==> src/rtl/cfgld_pkg.sv <==
package cfgld_pkg;

    typedef enum logic [1:0] {
        LD_IDLE = 2'd0,
        LD_RUN  = 2'd1,
        LD_DONE = 2'd2
    } ld_state_e;

    localparam int unsigned HALVES_PER_BYTE = 16;

endpackage

==> src/rtl/cfgld_tick.sv <==
module cfgld_tick #(
    parameter int unsigned SCK_HALF_CYC = 2
) (
    input  logic clk,
    input  logic rst_n,
    input  logic clr,
    input  logic run,
    output logic tick
);
    localparam int unsigned CW = (SCK_HALF_CYC > 1) ? $clog2(SCK_HALF_CYC) : 1;
    localparam logic [CW-1:0] CNT_LAST = CW'(SCK_HALF_CYC - 1);

    logic [CW-1:0] cnt_d, cnt_q;

    assign tick = run && (cnt_q == CNT_LAST);

    always_comb begin
        cnt_d = cnt_q;
        if (clr) begin
            cnt_d = '0;
        end else if (run) begin
            cnt_d = tick ? '0 : cnt_q + CW'(1);
        end
    end

    always_ff @(posedge clk) begin
        if (!rst_n) cnt_q <= '0;
        else        cnt_q <= cnt_d;
    end
endmodule

==> src/rtl/cfgld_shifter.sv <==
module cfgld_shifter #(
    parameter bit MIRROR_DATA = 1'b0
) (
    input  logic       clk,
    input  logic       rst_n,
    input  logic       clr,
    input  logic       load,
    input  logic       shift,
    input  logic [7:0] byte_in,
    output logic       dout
);
    typedef struct packed {
        logic [7:0] sh;
        logic       dout;
    } shf_t;

    shf_t       r_d, r_q;
    logic [7:0] lane;

    generate
        if (MIRROR_DATA) begin : g_mirror
            always_comb begin
                for (int i = 0; i < 8; i++) lane[i] = byte_in[7-i];
            end
        end else begin : g_straight
            assign lane = byte_in;
        end
    endgenerate

    always_comb begin
        r_d = r_q;
        if (clr) begin
            r_d = '0;
        end else if (load) begin
            r_d.sh   = lane;
            r_d.dout = lane[0];
        end else if (shift) begin
            r_d.sh   = {1'b0, r_q.sh[7:1]};
            r_d.dout = r_q.sh[1];
        end
    end

    always_ff @(posedge clk) begin
        if (!rst_n) r_q <= '0;
        else        r_q <= r_d;
    end

    assign dout = r_q.dout;
endmodule

==> src/rtl/cfg_stream_loader.sv <==
module cfg_stream_loader
    import cfgld_pkg::*;
#(
    parameter int unsigned ADDR_W       = 18,
    parameter int unsigned BYTE_TOTAL   = 16,
    parameter int unsigned SCK_HALF_CYC = 2,
    parameter bit          MIRROR_DATA  = 1'b0
) (
    input  logic              clk,
    input  logic              rst_n,
    input  logic              start,
    output logic [ADDR_W-1:0] mem_addr,
    input  logic [7:0]        mem_data,
    output logic              rd_clk,
    output logic              ser_clk,
    output logic              ser_dout,
    output logic              load_done
);
    localparam int unsigned WW = $clog2(BYTE_TOTAL + 2);
    localparam logic [WW-1:0] LAST_WIN = WW'(BYTE_TOTAL);
    localparam logic [3:0] HP_LAST = 4'(HALVES_PER_BYTE - 1);
    localparam logic [3:0] HP_CAPTURE = 4'(HALVES_PER_BYTE / 2);

    typedef struct packed {
        ld_state_e         st;
        logic [WW-1:0]     win;
        logic [3:0]        hp;
        logic              sck;
        logic              rclk;
        logic [ADDR_W-1:0] addr;
        logic [7:0]        hold;
        logic              done;
    } seq_t;

    seq_t          s_d, s_q;
    logic          tick, tk_clr;
    logic          sh_clr, sh_load, sh_shift;
    logic [3:0]    hp_n;
    logic          wrap;
    logic [WW-1:0] win_n;

    cfgld_tick #(.SCK_HALF_CYC(SCK_HALF_CYC)) u_tick (
        .clk   (clk),
        .rst_n (rst_n),
        .clr   (tk_clr),
        .run   (s_q.st == LD_RUN),
        .tick  (tick)
    );

    cfgld_shifter #(.MIRROR_DATA(MIRROR_DATA)) u_shift (
        .clk     (clk),
        .rst_n   (rst_n),
        .clr     (sh_clr),
        .load    (sh_load),
        .shift   (sh_shift),
        .byte_in (s_q.hold),
        .dout    (ser_dout)
    );

    always_comb begin
        s_d      = s_q;
        tk_clr   = 1'b0;
        sh_clr   = 1'b0;
        sh_load  = 1'b0;
        sh_shift = 1'b0;
        hp_n     = s_q.hp + 4'd1;
        wrap     = (s_q.hp == HP_LAST);
        win_n    = s_q.win + (wrap ? WW'(1) : WW'(0));

        if (start) begin
            s_d    = '0;
            s_d.st = LD_RUN;
            tk_clr = 1'b1;
            sh_clr = 1'b1;
        end else if (s_q.st == LD_RUN && tick) begin
            s_d.hp = hp_n;
            if (wrap && s_q.win == LAST_WIN) begin
                s_d.st   = LD_DONE;
                s_d.sck  = 1'b0;
                s_d.rclk = 1'b0;
                s_d.done = 1'b1;
                sh_clr   = 1'b1;
            end else begin
                s_d.win  = win_n;
                s_d.sck  = (win_n != '0) && hp_n[0];
                s_d.rclk = (win_n < LAST_WIN) && hp_n[3];
                if ((win_n < LAST_WIN) && (hp_n == HP_CAPTURE)) begin
                    s_d.hold = mem_data;
                end
                if (wrap) begin
                    s_d.addr = s_q.addr + ADDR_W'(1);
                    sh_load  = 1'b1;
                end else if (!hp_n[0] && (s_q.win != '0)) begin
                    sh_shift = 1'b1;
                end
            end
        end
    end

    always_ff @(posedge clk) begin
        if (!rst_n) s_q <= '0;
        else        s_q <= s_d;
    end

    assign mem_addr  = s_q.addr;
    assign rd_clk    = s_q.rclk;
    assign ser_clk   = s_q.sck;
    assign load_done = s_q.done;
endmodule

==> config.mk <==
export PLATFORM = sky130hd
export DESIGN_NAME = cfg_stream_loader
export DESIGN_NICKNAME = d
export VERILOG_FILES = /design/src/rtl/cfgld_pkg.sv /design/src/rtl/cfgld_tick.sv /design/src/rtl/cfgld_shifter.sv /design/src/rtl/cfg_stream_loader.sv
export SDC_FILE = /design/constraint.sdc
export NUM_CORES = 1
export LEC_CHECK = 0
export ABC_AREA = 1
export ABC_CLOCK_PERIOD_IN_PS = 2090
export BUFFER_PORTS_ARGS = -buffer_cell sky130_fd_sc_hd__buf_2
export CELL_PAD_IN_SITES_DETAIL_PLACEMENT = 2
export CELL_PAD_IN_SITES_GLOBAL_PLACEMENT = 2
export CORE_ASPECT_RATIO = 1.25
export CORE_MARGIN = 2
export CORE_UTILIZATION = 29
export DETAILED_ROUTE_END_ITERATION = 6
export GPL_ROUTABILITY_DRIVEN = 0
export PLACE_DENSITY = 0.73
export SYNTH_ARGS = -nofsm -noshare
export SYNTH_HDL_FRONTEND = slang
export SYNTH_HIERARCHICAL = 1
export SYNTH_SLANG_ARGS = --single-unit
==> constraint.sdc <==
create_clock -name clk -period 2.09 [get_ports clk]
set_clock_uncertainty 0.05 [all_clocks]
set_input_delay 0.209 -clock clk [delete_from_list [all_inputs] [get_ports clk]]
set_output_delay 0.209 -clock clk [all_outputs]
set_load 0.03 [all_outputs]
* Word-level counts from Yosys, hierarchy flattened
Index checks and enable logic that the tools add are counted.
** Word-level totals
- Bits of input ports :: 11
- Register bits after elaboration :: 49
- Output and inout bits :: 22
- Logic and storage cells :: 69
** Operators by class
- $lt $le $gt $ge :: 1
- Mux-type cells :: 26
- Bitwise operators :: 2
- Add/subtract/negate cells :: 4
- Reduce and logical (&&, ||, !) cells :: 21
- Equality and inequality tests :: 4
** Operators with widths (number)
- $mux 39 :: 2
- $mux 26 :: 1
- $add 18x1->18 const B :: 1
- $mux 18 :: 1
- $mux 9 :: 2
- $mux 1 :: 17
- $reduce_bool 5->1 :: 2
- $eq 4x4->1 const B :: 2
- $mux 8 :: 1
- $logic_and 1x1->1 :: 7
- $reduce_and 2->1 :: 3
- $reduce_and 3->1 :: 2
- $reduce_bool 2->1 :: 3
- $reduce_or 2->1 :: 3
- $add 5x1->5 :: 1
- $eq 5x5->1 const B :: 1
- $lt 5x5->1 const B :: 1
- $mux 5 :: 1
- $add 4x1->4 const B :: 1
- $eq 2x1->1 const B :: 1
- $mux 2 :: 1
- $not 1->1 :: 2
- $add 1x1->1 const B :: 1
- $logic_not 1->1 :: 1

* Longest topological paths before layout
- Depth in word-level cells :: 10
- Gate-level depth with buffers :: 15
- Gate-level depth less buffers :: 13

* By module
Netlist, hierarchy kept.
** Modules (own cells, without submodules)
- cfg_stream_loader :: seq. area each 780.7 sq um, cells an instance 313, times used 1, area an instance 2169.6 sq um
- cfgld_shifter :: seq. area each 160.2 sq um, cells an instance 65, times used 1, area an instance 414.1 sq um
- cfgld_tick :: seq. area each 20.0 sq um, cells an instance 7, times used 1, area an instance 43.8 sq um

* Least setup slack after synthesis
No wires, ideal clock.
- Path kind :: register to register
- Start point :: register s_q[29] in the netlist's numbering
- End point :: register s_q[1] in the netlist's numbering
- Cell stages (with the launch flop) :: 14
- Period minus slack after synthesis :: 2.023 ns
- Setup time :: 0.113 ns
- Buffers on the path :: 1
- Data required time :: 1.927 ns
- Arrival :: 1.861 ns
- Slack :: 0.067 ns
- Path through :: dfxtp_1 > ha_1 > nand3_2 > inv_1 > ha_1 > ha_1 > nand3_1 > nand2_1 > nand2_2 > nor2_4 > nand3_4 > buf_6 > nor2_1 > nor2_1
** On the way
- Longest elaborated chain between the ends :: 6
- Elaborated cells on any way between the ends :: 10
- Classes of those cells :: add/sub: 2; order compare: 1; eq/ne: 2; mux: 1; bitwise: 1; reduce/logical: 3
** Ends and longest elaborated chain
- start: declaration :: RTL line cfg_stream_loader.sv:35 : seq_t s_d, s_q;
- start signal: assignment :: RTL line cfg_stream_loader.sv:101 : if (!rst_n) s_q <= '0;
- start signal: assignment :: RTL line cfg_stream_loader.sv:102 : else s_q <= s_d;
- $eq 4x4->1 :: RTL line cfg_stream_loader.sv:67 : wrap = (s_q.hp == HP_LAST);
- $mux 1 :: RTL line cfg_stream_loader.sv:68 : win_n = s_q.win + (wrap ? WW'(1) : WW'(0));
- $add 5x1->5 :: RTL line cfg_stream_loader.sv:68
- $lt 5x5->1 :: RTL line cfg_stream_loader.sv:87 : if ((win_n < LAST_WIN) && (hp_n == HP_CAPTURE)) begin
- $logic_and 1x1->1 :: RTL line cfg_stream_loader.sv:87
- $reduce_and 3->1 (no line) *
Mark *: on every way between the ends. The rest lies on a longest branch, timed or not.
A chain may end at the register's enable or synchronous reset.

* Worst setup path in the final report
- Start point :: register s_q[30] in the netlist's numbering
- End point :: register s_q[4] in the netlist's numbering
The elaborated chain is that of the path after synthesis.

==> metrics.cfg <==
[die]
fp.dieArea_mm2 = 0.009842
ioPinCount = 33
std_cell_rows = 38
core_area_mm2 = 0.008748
start_util_pct = 30.03
dieWidth_um = 89.14
die_h_um = 110.4

[critical_path]
start_kind = flop
slowest_delay_ps = 390
critical-path-top-delay-family = simple AND/OR/NAND/NOR gates
required_ps = 2290
worst_setup_path_end_kind = flop
critPathBufInv = 1
crit_chain = ha_4 -> nand3_2 -> inv_2 -> ha_4 -> ha_4 -> nand3_1 -> nand2_1 -> nand2_2 -> nor2_4 -> nand3_4 -> nand2_1 -> nand2_1 -> nor2_1
cp_max_fo = 8
crit_arrival_ps = 2130
critPathSlowestCell = dfxtp_4
crit_type = flop to flop

[synthesis]
ys_seq_elements = 48
synthArstFlopShare_pct = 0
synthCells = 385
yosysUniqueCellTypes = 31
synthesis.nets = 401
synth_edf_count = 0
synth_area_mm2 = 0.002628
synth-seq-area-share_pct = 36.57
yosysWarnings = 6
synthFlopType = dfxtp_1
syn_avg_cell_area_um2 = 6.825

[clocking]
cts_root_buf = clkbuf_8
clockBufferDepth = 2
cts_tree = built
clkLatencyLatePin_ps = 300
h-tree-depth = 2
cts.clk_slew.worst_paths_ps = 100
numCtsBuffers = 5
clock_sinks = 48

[layout]
layout_commonest_cell = nand2_1
syn_to_final_growth_pct = 14.67
fin_nets = 427
finalNonFillerCells = 532
nFillCells = 1096
diodes = 0
drive_above_1_share_pct = 19.42
final_cell_area_mm2 = 0.003013
final_cell_mix = 103 x nand2_1, 61 x nor2_1, 51 x inv_1

[timing]
slew_headroom_pct = 67.96
drv_slew = 0
fin_crit_ps = 1931
setup_viol = 0
fmax_ghz = 0.5180
layout_setup_ws_ps = 159.5
hold_violations = 0
period_share_pct = 92.37
worstMarginPinSlew_ps = 478.9

[grt]
grt_pass1_vias = 2563
antenna_found_initial = 0
grt_usage_pct = 15.17
gr-total-overflow = 0
grt_max_degree = 26
grt_first_pass_wirelength_mm = 12.08

[detailed_routing]
drtAntennaViolNets = 0
wire_per_inst_um = 13.28
vias = 2389
firstDrtPassIters = 4
vias_per_cell = 4.491
drc = 0
drtIter0Drc = 51
wirelength_mm = 7.064

[placed_design]
pre_cts_slack_ps = -45.50
dp_hpwl_mm = 5.233
io_buffers = 32
dp.cells = 520
place_area_mm2 = 0.002821

[power_and_ir_drop]
power_density_mw_per_mm2 = 522.7
p_leak_uw = 0.001335
p_total_uw = 1575
max-vdd-ir-drop_uv = 207.2

[status]
status = finished clean

[job]
maxCapViolCount = 0

[min_path]
min_path_type = primary input to flop

stage by stage:
stage | TNS, ps | util, % | hold slack [ps]
floorplan | 0 | - | 290.8
global placement | 0 | 32.25 | 384.5
detailed placement | -209.4 | 32.25 | 390.9
CTS | 0 | 33.62 | 65.50
global route | -30.93 | 34.44 | 70.81
finish | 0 | 34.44 | 74.13
synthesized netlist by cell type (3+ instances only):
cell	n	area share, %
ha_1	5	2.4
buf_6	3	1.3
a21oi_1	21	4.0
nor2_2	3	0.71
nand2_1	105	15
xor2_1	4	1.3
nand3_2	3	1.1
o21ai_0	11	2.1
nor2_4	3	1.3
buf_4	19	5.4
inv_1	52	7.4
nor2_1	61	8.7
nand3_1	15	2.9
nand4_1	8	1.9
dfxtp_1	48	37
routing by layer:
layer | wire [um] | global-route usage (%) | up-vias
li1 | - | - | 1223
met1 | 2972 | 17.61 | 1134
met2 | 3845 | 28.40 | 23
met3 | 152 | 2.093 | 9
met4 | 93 | 3.284 | 0
met5 | 0 | 0 | -
sequential cells by signal, indices dropped and copies added (netlist names):
| signal | count |
|---|---|
| load_done | 1 |
| mem_addr | 18 |
| rd_clk | 1 |
| s_q | 18 |
| ser_clk | 1 |
| u_shift/r_q | 8 |
| u_tick/cnt_q | 1 |
final timing paths:
path,from,end,slack [ps],cells past startpoint
worst max register to register,s_q[30]$_SDFFE_PP0P_,s_q[4]$_SDFFE_PP0P_,160,13
worst min register to register,u_shift/r_q[8]$_SDFFE_PP0P_,u_shift/r_q[8]$_SDFFE_PP0P_,420,2
worst max-delay path,s_q[30]$_SDFFE_PP0P_,s_q[4]$_SDFFE_PP0P_,160,13
worst min-delay path,mem_data[7],s_q[8]$_SDFFE_PP0P_,70,3
timing repair:
action	CTS	global route
pin swaps	1	3
buffers inserted	1	2
resized for setup	2	13
setup endpoints to repair	8	22
hold buffers	0	0
gates cloned	1	0
cell families (layout without fill, tap and decap cells):
| group | Yosys count | after routing | synth area share [%] |
|---|---|---|---|
| adders and majority gates | 5 | 5 | 2.381 |
| and+or+nand+nor | 210 | 211 | 36.76 |
| DFF | 48 | 48 | 36.57 |
| buffers and inverters | 79 | 105 | 14.90 |
| xor gates and xnor gates | 6 | 6 | 2.000 |
| AOI/OAI and AO/OA | 37 | 37 | 7.381 |
worst min-delay path, stage by stage:
cell	delay, ps
buf_2	70
nor2_1	30
nor2_1	80
power by group:
group | internal, uW | total, uW | leakage [uW] | switching, uW
clock network | 270 | 605 | 0.0000445 | 335
logic | 18.0 | 52.4 | 0.000902 | 34.5
registers | 915 | 918 | 0.000388 | 2.16
cell type report:
cell class	instances	area, um2	area share (%)
flip-flops and latches	48	965.9	32.06
well taps	120	150.1	4.983
repair buffers	43	259.0	8.596
inverters	54	202.7	6.728
clock buffers	7	86.33	2.865
multi-input cells	259	1341	44.52
clock inverters	1	7.507	0.2492
(Power assumes the default switching activity.)
